[src/rtl/pps_pkg.sv]
package pps_pkg;
  function automatic int unsigned ms_to_cyc(input int unsigned ticks_per_ms,
                                            input int unsigned ms);
    return ticks_per_ms * ms;
  endfunction
endpackage

[src/rtl/pps_phase_ctr.sv]
module pps_phase_ctr #(
  parameter int unsigned PERIOD_CYC = 1000,
  localparam int unsigned CW = $clog2(PERIOD_CYC)
) (
  input  logic          clk_i,
  input  logic          rst_ni,
  input  logic          enable_i,
  input  logic          epoch_i,
  output logic          active_o,
  output logic [CW-1:0] phase_o
);
  localparam logic [CW-1:0] LAST = CW'(PERIOD_CYC - 1);

  always_ff @(posedge clk_i or negedge rst_ni) begin
    if (!rst_ni) begin
      active_o <= 1'b0;
      phase_o  <= '0;
    end else if (!enable_i) begin
      // alignment is lost while gated
      active_o <= 1'b0;
      phase_o  <= '0;
    end else if (epoch_i) begin
      active_o <= 1'b1;
      phase_o  <= '0;
    end else if (active_o) begin
      phase_o  <= (phase_o == LAST) ? '0 : phase_o + 1'b1;
    end
  end
endmodule

[src/rtl/pps_out_dec.sv]
module pps_out_dec #(
  parameter int unsigned PERIOD_CYC = 1000,
  parameter int unsigned HIGH_CYC   = 200,
  parameter int unsigned STB_CYC    = 300,
  localparam int unsigned CW = $clog2(PERIOD_CYC)
) (
  input  logic          enable_i,
  input  logic          active_i,
  input  logic [CW-1:0] phase_i,
  output logic          pps_o,
  output logic          stb_o
);
  localparam logic [CW-1:0] HIGH_LIM = CW'(HIGH_CYC);
  localparam logic [CW-1:0] STB_AT   = CW'(STB_CYC);

  always_comb begin
    pps_o = enable_i && active_i && (phase_i < HIGH_LIM);
    stb_o = enable_i && active_i && (phase_i == STB_AT);
  end
endmodule

[src/rtl/pps_gen.sv]
module pps_gen #(
  parameter int unsigned TICKS_PER_MS = 200000,
  parameter int unsigned PERIOD_MS    = 1000,
  parameter int unsigned HIGH_MS      = 200,
  parameter int unsigned MSG_MS       = 300
) (
  input  logic clk_i,
  input  logic rst_ni,
  input  logic epoch_i,
  input  logic time_valid_i,
  input  logic low_power_i,
  output logic pps_o,
  output logic msg_stb_o
);
  import pps_pkg::*;

  localparam int unsigned PERIOD_CYC = ms_to_cyc(TICKS_PER_MS, PERIOD_MS);
  localparam int unsigned HIGH_CYC   = ms_to_cyc(TICKS_PER_MS, HIGH_MS);
  localparam int unsigned STB_CYC    = ms_to_cyc(TICKS_PER_MS, MSG_MS);
  localparam int unsigned CW         = $clog2(PERIOD_CYC);

  logic          enable;
  logic          active;
  logic [CW-1:0] phase;

  assign enable = time_valid_i && !low_power_i;

  pps_phase_ctr #(.PERIOD_CYC(PERIOD_CYC)) u_ctr (
    .clk_i    (clk_i),
    .rst_ni   (rst_ni),
    .enable_i (enable),
    .epoch_i  (epoch_i),
    .active_o (active),
    .phase_o  (phase)
  );

  pps_out_dec #(
    .PERIOD_CYC (PERIOD_CYC),
    .HIGH_CYC   (HIGH_CYC),
    .STB_CYC    (STB_CYC)
  ) u_dec (
    .enable_i (enable),
    .active_i (active),
    .phase_i  (phase),
    .pps_o    (pps_o),
    .stb_o    (msg_stb_o)
  );
endmodule

[config.mk]
export PLATFORM = sky130hd
export DESIGN_NAME = pps_gen
export DESIGN_NICKNAME = d
export VERILOG_FILES = /design/src/rtl/pps_pkg.sv /design/src/rtl/pps_phase_ctr.sv /design/src/rtl/pps_out_dec.sv /design/src/rtl/pps_gen.sv
export SDC_FILE = /design/constraint.sdc
export NUM_CORES = 1
export LEC_CHECK = 0
export ABC_AREA = 0
export ABC_CLOCK_PERIOD_IN_PS = 2100
export BUFFER_PORTS_ARGS = -buffer_cell sky130_fd_sc_hd__buf_4
export CORE_MARGIN = 2
export CORE_UTILIZATION = 45
export DETAILED_ROUTE_END_ITERATION = 12
export GPL_TIMING_DRIVEN = 0
export PLACE_DENSITY = 0.57
export SLEW_MARGIN = 20
export SYNTH_ARGS = -nofsm -noshare
export SYNTH_HDL_FRONTEND = slang
export SYNTH_SLANG_ARGS = --single-unit
[constraint.sdc]
create_clock -name clk_i -period 2.1 [get_ports clk_i]
set_input_delay 0.105 -clock clk_i [delete_from_list [all_inputs] [get_ports clk_i]]
set_output_delay 0.105 -clock clk_i [all_outputs]
set_load 0.05 [all_outputs]
==> impl_metrics.csv, run 1 <==
group,metric,value,unit
worst_setup_path,cp.required,2.00,ns
power,power.density,498,nW/um^2
global_route,grt-ovfl-total,0,
flow_run,maxCapViolations,0,
timing,setup_viol,0,
clock_tree,numCtsBuffers,5,
power,vdd.ir_drop.worst,0.268,mV
synth,synth_area,1920,um^2
synth,synth_common_cells,"dfrtp_1, nand2_1, a21oi_1, a31oi_1, nand3_1",
timing,fmax,0.479,GHz
synth,synth_ff_type,"dfrtp_1",
synth,synth-simple-area-share,32.6,%
worst_setup_path,critPathMaxStageDelay,0.52,ns
global_route,track_usage,22.5,%
worst_setup_path,crit_path_max_fanout,6,
worst_setup_path,cpLargestDelayFamily,"simple AND/OR/NAND/NOR gates",
synth,yosysMostFrequentCell,"dfrtp_1",
cells_and_area,fin_nets,247,
cells_and_area,finalInstanceArea,2290,um^2
cells_and_area,fillerInstances,368,
detailed_routing,drt_iter0_markers,146,
timing,worst_pin_slew,0.568,ns
synth,synth_area_leaders,"dfrtp_1, a31oi_1, nand2_1, a21oi_1, nand3_1",
detailed_routing,drcViolationCount,0,
global_route,grt_antenna_before_repair,0,
synth,synthCells,217,
synth,synthesis.nets,224,
timing,final-hold-violation-count,0,
detailed_routing,firstDrtPassIters,4,
global_route,grt_pass1_wl,8690,um
worst_setup_path,crit_arrival,1.98,ns
worst_setup_path,crit_top_cell,"buf_6",
worst_setup_path,path_class,"flop to output port",
placement,gp_congestion,0.849,
timing,hold_ws,0.0884,ns
die,die_x,69.3,um
synth,synth_area_per_cell,8.84,um^2
global_route,grt_max_degree,30,
hold_path,hold_class,"primary input to flop",
detailed_routing,wl,5040,um
synth,synthMuxAreaShare,1.04,%
cells_and_area,drive_gt1_share,24.5,%
power,p_clk_share,46.2,%
run_status,status,"finished, final reports clean",
worst_setup_path,cp-start-kind,"flop",
worst_setup_path,crit_buf_inv,2,
die,start_util,47.3,%
synth,synthXorXnorAreaFrac,1.37,%
timing,max_slew_margin,61.8,%
worst_setup_path,slowest_stage,"or4_4",
synth,synth_compound_area_share,19.7,%
clock_tree,root_buffer,"clkbuf_8",
timing,fin_crit,2.09,ns
detailed_routing,routedWlPerCell,17.3,um
timing,final_max_slew_viol_count,0,
power,combPwrFrac,4.6,%
synth,synth_cell_types,50,
synth,async_reset_ff_share,100,%
clock_tree,cts_max_level,2,
placement,placedInstanceArea,2030,um^2
synth,yosysTopAreaCellShare,37.8,%
power,power_frac_seq,49.2,%
power,total_leakage_power,0.965,nW
synth,ys_ff_latch,29,
placement,dp_hpwl,3460,um
clock_tree,clkLatencyLatePin,0.29,ns
placement,io_buffers,6,
timing,clock_skew,0.0110,ns
cells_and_area,diodes,0,
die,io_pins,7,
power,p_int,873,uW
global_route,grt_pass1_vias,1780,
worst_setup_path,end_kind,"output port",
die,rows,23,
synth,yosysSeqAreaShare,37.8,%
detailed_routing,vias,1743,
power,finalPower,1.14,mW
synth,synth_top_area_cell,"dfrtp_1",
clock_tree,cts.path.max_buffers,2,
die,die_h,69.3,um
detailed_routing,postRouteAntennaNets,0,
clock_tree,cts_tree,"yes",
worst_setup_path,crit_chain,"buf_6 -> or4_4 -> nor4_4 -> nand4_1 -> nor2_1 -> buf_6",
synth,ys_warn_count,0,
clock_tree,cts.sinks,29,
timing,fin_crit_sh,99.5,%
clock_tree,path_clk_slew,0.07,ns
cells_and_area,syn_to_final_growth,19.2,%
timing,rsz0062_at_grt,"true",
die,die_area,4800,um^2
synth,synth_edf_count,0,
detailed_routing,via_per_inst,5.99,
power,swShare,23.4,%
cells_and_area,finish.utilization,56.4,%
die,coreArea,4060,um^2
synth,yosys.area_share.adder,1.30,%
power,p_sw,267,uW
synth,synth_top_family_by_area,"simple AND/OR/NAND/NOR gates",
[cells by family (layout without fill, tap and decap cells)]
| family | Yosys count | in the layout |
|---|---|---|
| adders and majority gates | 2 | 2 |
| and+or+nand+nor | 101 | 101 |
| xor gates and xnor gates | 3 | 3 |
| DFF | 29 | 29 |
| muxes | 2 | 2 |
| buffers and inverters | 22 | 46 |
| AOI/OAI and AO/OA | 58 | 58 |
[cells in the final DEF, fill, tap and decap left out, types with 3 or more instances in the layout]
cell,synthesis,final
and3_1,4,3
a41oi_1,5,4
clkbuf_8,0,7
xor2_1,3,3
a31oi_1,15,15
inv_1,6,6
dfrtp_1,29,25
dfrtp_2,0,4
o21ai_0,9,9
nand2_1,24,23
buf_4,1,15
nor4_1,4,3
a21oi_1,15,15
buf_6,3,6
clkbuf_1,3,3
and4_1,3,3
nand3_1,14,14
buf_2,7,5
or4_1,4,3
nand2b_1,7,7
nand4_1,9,9
nor2_1,11,10
nand4_2,3,3
[worst paths after layout]
check                                         end  slack [ns]  cells after the start               from
worst min register to register  u_ctr.phase_o[18]        0.57                      2  u_ctr.phase_o[18]
worst max register to register  u_ctr.phase_o[15]        0.09                      9  u_ctr.phase_o[18]
min in group asynchronous       u_ctr.phase_o[24]        0.28                      2             rst_ni
max in group asynchronous       u_ctr.phase_o[10]        1.51                      2             rst_ni
worst min-delay path               u_ctr.active_o        0.09                      2       time_valid_i
worst max-delay path                    msg_stb_o        0.01                      6  u_ctr.phase_o[18]
[final cells by class]
type,instances,area [um^2],area share (%)
tap,50,62.6,2.74
sequential,29,731,31.9
clock inverter,1,5.00,0.219
timing repair buffer,18,148,6.46
clock buffer,7,96.3,4.21
inverter,6,22.5,0.985
buffer,14,92.6,4.05
multi-input combinational,166,1130,49.4
[sequential cells by signal, summed over array words and instances, names as in the netlist]
name and cells:
u_ctr.phase_o 28, u_ctr.active_o 1
[through the flow]
stage | setup slack, ns | TNS [ns] | instances
after CTS | 0.0103 | 0 | 282
final | 0.0111 | 0 | 291
after detailed placement | 0.0570 | 0 | 273
after global routing | -0.0466 | -0.104 | 291
after floorplan | 0.0309 | 0 | 217
after global placement | 0.0624 | 0 | 273
[metal layers]
| metal | GRT usage (%) | vias to the layer above | wire length [um] |
|---|---|---|---|
| met3 | 4.51 | 8 | 241 |
| li1 | - | 873 | - |
| met2 | 34.4 | 38 | 2380 |
| met4 | 9.15 | 0 | 97 |
| met5 | 0 | - | 0 |
| met1 | 31.0 | 824 | 2330 |
[power groups by stage]
stage / Clock (mW) / Combinational (mW) / Sequential (mW)
final: 0.527 / 0.0526 / 0.560
after global routing: 0.553 / 0.0586 / 0.560
after CTS: 0.538 / 0.0533 / 0.560
after detailed placement: 0 / 0.0496 / 0.571
after global placement: 0 / 0.0478 / 0.571
after floorplan: 0 / 0.0221 / 0.571
[what timing repair did]
action | in CTS | in global routing
endpoints found under the setup margin | 2 | 23
gates resized for setup | 7 | 12
setup buffers | 0 | 10
hold endpoints to repair | 30 | 0
pin swaps | 2 | 8
hold buffers | 2 | 0
No activity file was read; power rests on OpenSTA's default activity.
==> run 2: changes to the inputs <==
--- a/config.mk
+++ b/config.mk
@@ -8,6 +8,7 @@
 export ABC_AREA = 0
 export ABC_CLOCK_PERIOD_IN_PS = 2100
 export BUFFER_PORTS_ARGS = -buffer_cell sky130_fd_sc_hd__buf_4
+export CORE_ASPECT_RATIO = 2
 export CORE_MARGIN = 2
 export CORE_UTILIZATION = 45
 export DETAILED_ROUTE_END_ITERATION = 12
==> impl_metrics.csv, run 2 (synthesis gave the netlist of run 1 again) <==
group,metric,value,unit
power,total_leakage_power,0.934,nW
timing,fin_crit,2.07,ns
die,die_area,4840,um^2
cells_and_area,regMostFlops,"u_ctr.phase_o",
cells_and_area,diodes,0,
detailed_routing,postRouteAntennaNets,0,
global_route,grt_antenna_before_repair,0,
clock_tree,path_clk_slew,0.06,ns
placement,placedInstanceArea,2040,um^2
clock_tree,cts.path.max_buffers,2,
run_status,status,"finished, final reports clean",
clock_tree,root_buffer,"clkbuf_8",
power,swShare,21.9,%
cells_and_area,final_common_cell,"nand2_1",
placement,pre_cts_ws,0.0369,ns
cells_and_area,layout_common_cells,"nand2_1, dfrtp_1, a21oi_1, a31oi_1, nand3_1",
die,coreArea,4090,um^2
cells_and_area,fillerInstances,359,
hold_path,hp-start,"time_valid_i",
worst_setup_path,cp-start-kind,"flop",
worst_setup_path,critPathMaxStageDelay,0.51,ns
worst_setup_path,r2r-start,"u_ctr.phase_o[0]",
worst_setup_path,crit_top_cell,"buf_6",
global_route,grt_pass1_vias,1732,
timing,final-hold-violation-count,0,
cells_and_area,reg_top3,"u_ctr.phase_o (28), u_ctr.active_o (1)",
global_route,grt_max_degree,30,
timing,fmax,0.483,GHz
flow_run,maxCapViolations,0,
die,die_x,50.2,um
timing,clock_skew,0.00381,ns
cells_and_area,finalInstanceArea,2280,um^2
power,power_frac_seq,50.1,%
worst_setup_path,slowest_stage,"or4_4",
global_route,grt-ovfl-total,0,
die,start_util,47.0,%
worst_setup_path,crit_path_max_fanout,9,
clock_tree,cts.sinks,29,
worst_setup_path,worstSetupPathDepth,6,
worst_setup_path,reg2reg_to,"u_ctr.phase_o[16]",
power,p_sw,245,uW
hold_path,hold_class,"primary input to flop",
worst_setup_path,cp.required,2.00,ns
power,p_int,874,uW
clock_tree,clkLatencyLatePin,0.28,ns
worst_setup_path,r2r_slack,0.03,ns
placement,dp_hpwl,3760,um
worst_setup_path,end_kind,"output port",
cells_and_area,fin_nets,243,
power,vdd.ir_drop.worst,0.474,mV
timing,final_max_slew_viol_count,0,
global_route,track_usage,23.6,%
power,finalPower,1.12,mW
detailed_routing,firstDrtPassIters,4,
worst_setup_path,crit_buf_inv,2,
timing,tns,0,ns
die,die_h,96.4,um
clock_tree,cts_max_level,2,
worst_setup_path,rr_worst_depth,6,
timing,setup_ws,0.0290,ns
detailed_routing,drcViolationCount,0,
die,io_pins,7,
clock_tree,cts_tree,"yes",
timing,worst_pin_slew,0.846,ns
cells_and_area,drive_gt1_share,25.7,%
placement,dp.cells,275,
worst_setup_path,cpLargestDelayFamily,"simple AND/OR/NAND/NOR gates",
worst_setup_path,endpoint,"msg_stb_o",
power,p_clk_share,45.1,%
worst_setup_path,crit_chain,"buf_6 -> or4_4 -> nor4_2 -> nand4_1 -> nor2_2 -> buf_6",
global_route,grt_pass1_wl,8470,um
detailed_routing,drt_iter0_markers,66,
clock_tree,numCtsBuffers,5,
detailed_routing,via_per_inst,6.25,
detailed_routing,wl,5380,um
power,power.density,491,nW/um^2
cells_and_area,syn_to_final_growth,18.6,%
timing,fin_crit_sh,98.6,%
detailed_routing,routedWlPerCell,18.6,um
worst_setup_path,crit_start,"u_ctr.phase_o[18]",
timing,setup_viol,0,
timing,max_slew_margin,43.1,%
power,combPwrFrac,4.8,%
worst_setup_path,path_class,"flop to output port",
placement,io_buffers,6,
detailed_routing,vias,1806,
worst_setup_path,crit_arrival,1.97,ns
die,rows,33,
timing,rsz0062_at_grt,"true",
cells_and_area,largest_reg_flops,28,
placement,gp_congestion,0.867,
cells_and_area,final_cells,289,
## run 2: worst min-delay path by stage
| stage | to | slack, ns | depth (start not counted) |
|---|---|---|---|
| after floorplan | u_ctr.active_o | -0.19 | 0 |
| after global placement | u_ctr.phase_o[20] | 0.05 | 1 |
| after detailed placement | u_ctr.phase_o[21] | 0.06 | 1 |
| after CTS | u_ctr.active_o | 0.001 | 2 |
| after global routing | u_ctr.active_o | 0.11 | 2 |
| final | u_ctr.active_o | 0.12 | 2 |
## run 2: what timing repair did
| item | in CTS | in global routing |
|---|---|---|
| gates resized for setup | 6 | 18 |
| pin swaps | 3 | 10 |
| setup buffers | 1 | 6 |
| hold buffers | 1 | 1 |
| endpoints found under the setup margin | 2 | 22 |
| hold endpoints to repair | 29 | 1 |
## run 2: routing by layer
metal  up-vias  GRT usage (%)  share of wire [%]
met5         -              0                  0
met4         0           14.6                4.3
met3        17           2.80                3.4
met2        49           40.9                 53
met1       879           27.1                 39
li1        861              -                  -
## run 2: final cells by class
cell class / instances / area [um^2] / share of cell area (%)
multi-input combinational: 166 / 1140 / 50.1
sequential: 29 / 736 / 32.3
timing repair buffer: 15 / 125 / 5.49
clock buffer: 7 / 96.3 / 4.23
buffer: 13 / 87.6 / 3.85
tap: 52 / 65.1 / 2.86
inverter: 6 / 22.5 / 0.989
clock inverter: 1 / 5.00 / 0.220
## run 2: power by group through the flow
| stage | clock (mW) | combinational, mW | sequential, mW |
|---|---|---|---|
| after detailed placement | 0 | 0.0495 | 0.571 |
| after floorplan | 0 | 0.0221 | 0.571 |
| after CTS | 0.518 | 0.0520 | 0.560 |
| after global routing | 0.535 | 0.0595 | 0.560 |
| final | 0.505 | 0.0534 | 0.561 |
| after global placement | 0 | 0.0481 | 0.571 |
## run 2: through the flow
step / hold WS (ns) / util (%)
detailed placement: 0.0570 / 49.8
finish: 0.118 / 55.7
floorplan: -0.191 / -
global placement: 0.0486 / 49.8
CTS: 0.00144 / 53.2
global route: 0.115 / 55.7
==> run 3: changes to the inputs <==
--- a/config.mk
+++ b/config.mk
@@ -6,7 +6,7 @@
 export NUM_CORES = 1
 export LEC_CHECK = 0
 export ABC_AREA = 0
-export ABC_CLOCK_PERIOD_IN_PS = 2100
+export ABC_CLOCK_PERIOD_IN_PS = 2400
 export BUFFER_PORTS_ARGS = -buffer_cell sky130_fd_sc_hd__buf_4
 export CORE_ASPECT_RATIO = 2
 export CORE_MARGIN = 2
==> constraint.sdc (replaced) <==
create_clock -name clk_i -period 2.4 [get_ports clk_i]
set_input_delay 0.12 -clock clk_i [delete_from_list [all_inputs] [get_ports clk_i]]
set_output_delay 0.12 -clock clk_i [all_outputs]
set_load 0.05 [all_outputs]
==> impl_metrics.csv, run 3 (synthesis gave the netlist of run 1 again) <==
group,metric,value,unit
run_status,status,"finished, final reports clean",
power,finalPower,945,uW
timing,max_slew_margin,53.5,%
die,die_x,50.2,um
cells_and_area,final_cells,283,
worst_setup_path,path_class,"flop to output port",
cells_and_area,diodes,0,
clock_tree,numCtsBuffers,5,
cells_and_area,largest_reg_flops,28,
global_route,grt_max_degree,30,
placement,gp_congestion,0.865,
worst_setup_path,crit_arrival,2.11,ns
hold_path,whs_path_depth,2,
timing,worst_pin_slew,0.691,ns
cells_and_area,regMostFlops,"u_ctr.phase_o",
placement,io_buffers,6,
detailed_routing,postRouteAntennaNets,0,
detailed_routing,routedWlPerCell,18.6,um
die,die_area,4840,um^2
placement,dp_hpwl,3810,um
cells_and_area,drive_gt1_share,16.5,%
placement,pre_cts_ws,0.324,ns
die,rows,33,
cells_and_area,fillerInstances,385,
power,total_leakage_power,0.895,nW
clock_tree,cts_setup_buffers,0,
cells_and_area,layout_common_cells,"dfrtp_1, nand2_1, a21oi_1, a31oi_1, nand3_1",
cells_and_area,final_common_cell,"dfrtp_1",
cells_and_area,finalInstanceArea,2130,um^2
worst_setup_path,crit_start,"u_ctr.phase_o[10]",
worst_setup_path,end_kind,"output port",
power,power.density,444,nW/um^2
global_route,grt_pass1_vias,1777,
flow_run,maxCapViolations,0,
worst_setup_path,crit_top_cell,"a211o_1",
cells_and_area,fin_nets,238,
worst_setup_path,cpLargestDelayFamily,"compound AO/OA/AOI/OAI gates",
detailed_routing,wl,5270,um
worst_setup_path,crit_path_max_fanout,8,
die,coreArea,4090,um^2
worst_setup_path,critPathMaxStageDelay,0.35,ns
hold_path,min_to,"u_ctr.active_o",
timing,final-hold-violation-count,0,
die,die_h,96.4,um
power,vdd.ir_drop.worst,0.267,mV
clock_tree,path_clk_slew,0.07,ns
worst_setup_path,rr_worst_depth,6,
clock_tree,clkLatencyLatePin,0.28,ns
die,io_pins,7,
worst_setup_path,cp-start-kind,"flop",
clock_tree,cts_tree,"yes",
hold_path,hold_class,"primary input to flop",
global_route,grt-ovfl-total,0,
detailed_routing,drt_iter0_markers,81,
timing,fin_crit_sh,92.9,%
worst_setup_path,crit_chain,"clkbuf_2 -> nor2_2 -> o21bai_1 -> a211o_1 -> a211o_1 -> a41oi_1 -> buf_4",
die,start_util,47.0,%
cells_and_area,multiInputGateArea,1080,um^2
detailed_routing,vias,1760,
timing,setup_viol,0,
clock_tree,root_buffer,"clkbuf_8",
timing,hold_ws,0.0148,ns
timing,final_max_slew_viol_count,0,
global_route,grt_antenna_before_repair,0,
timing,fin_crit,2.23,ns
worst_setup_path,cp.required,2.28,ns
timing,setup_ws,0.171,ns
timing,tns,0,ns
placement,dp.cells,275,
detailed_routing,via_per_inst,6.22,
global_route,grt_pass1_wl,8760,um
worst_setup_path,reg2reg_to,"u_ctr.phase_o[21]",
timing,clock_skew,0.00524,ns
placement,placedInstanceArea,2030,um^2
worst_setup_path,r2r_slack,0.31,ns
cells_and_area,reg_top3,"u_ctr.phase_o (28), u_ctr.active_o (1)",
worst_setup_path,crit_buf_inv,2,
timing,fmax,0.449,GHz
worst_setup_path,r2r-start,"u_ctr.phase_o[0]",
clock_tree,cts.sinks,29,
detailed_routing,drcViolationCount,0,
worst_setup_path,slowest_stage,"dfrtp_1",
clock_tree,cts_max_level,2,
hold_path,hp-start,"low_power_i",
timing,rsz0062_at_grt,"false",
cells_and_area,finish.utilization,52.1,%
detailed_routing,firstDrtPassIters,4,
clock_tree,cts.path.max_buffers,2,
cells_and_area,syn_to_final_growth,10.9,%
global_route,track_usage,24.2,%
cells_and_area,ff_latch_area,726,um^2
## run 3: layout make-up
class                   count  area share [%]
plain buffers              16            4.53
multi-input cells         166            50.6
clock buffers               7            4.06
flip-flops and latches     29            34.1
repair buffers              7            2.59
inverters                   6            1.06
well taps                  52            3.06
## run 3: how the worst max path moves through the flow
stage	depth (start not counted)	end	slack (ns)
after global routing	7	pps_o	0.05
after detailed placement	6	u_ctr.phase_o[21]	0.32
after floorplan	6	pps_o	0.12
after CTS	7	pps_o	0.13
final	7	pps_o	0.17
after global placement	6	u_ctr.phase_o[21]	0.37
## run 3: timing repair
action | 4_1_cts | 5_1_grt
resized for setup | 0 | 1
endpoints found under the hold margin | 29 | 0
endpoints found under the setup margin | 0 | 1
hold buffers | 1 | 0
## run 3: report_power, final
group | internal, mW | total [mW] | switching (mW) | leakage, nW
Combinational | 0.0136 | 0.0439 | 0.0303 | 0.446
Clock | 0.227 | 0.410 | 0.183 | 0.0443
Sequential | 0.490 | 0.490 | 0.000559 | 0.405
## run 3: worst register-to-register path: cells and delay by family (launching register included)
kind            cells  cell delay, ns
flops               1            0.44
fa+ha+maj           1            0.26
simple gates        4            1.11
compound gates      1            0.23
## run 3: per-layer routing
| metal | wire length, um | part of all wire (%) | up-vias | global-route usage [%] |
|---|---|---|---|---|
| met5 | 0 | 0 | - | 0 |
| met3 | 282 | 5.3 | 13 | 3.42 |
| met1 | 1980 | 38 | 839 | 25.7 |
| met2 | 2860 | 54 | 57 | 44.5 |
| met4 | 153 | 2.9 | 0 | 13.7 |
| li1 | - | - | 851 | - |
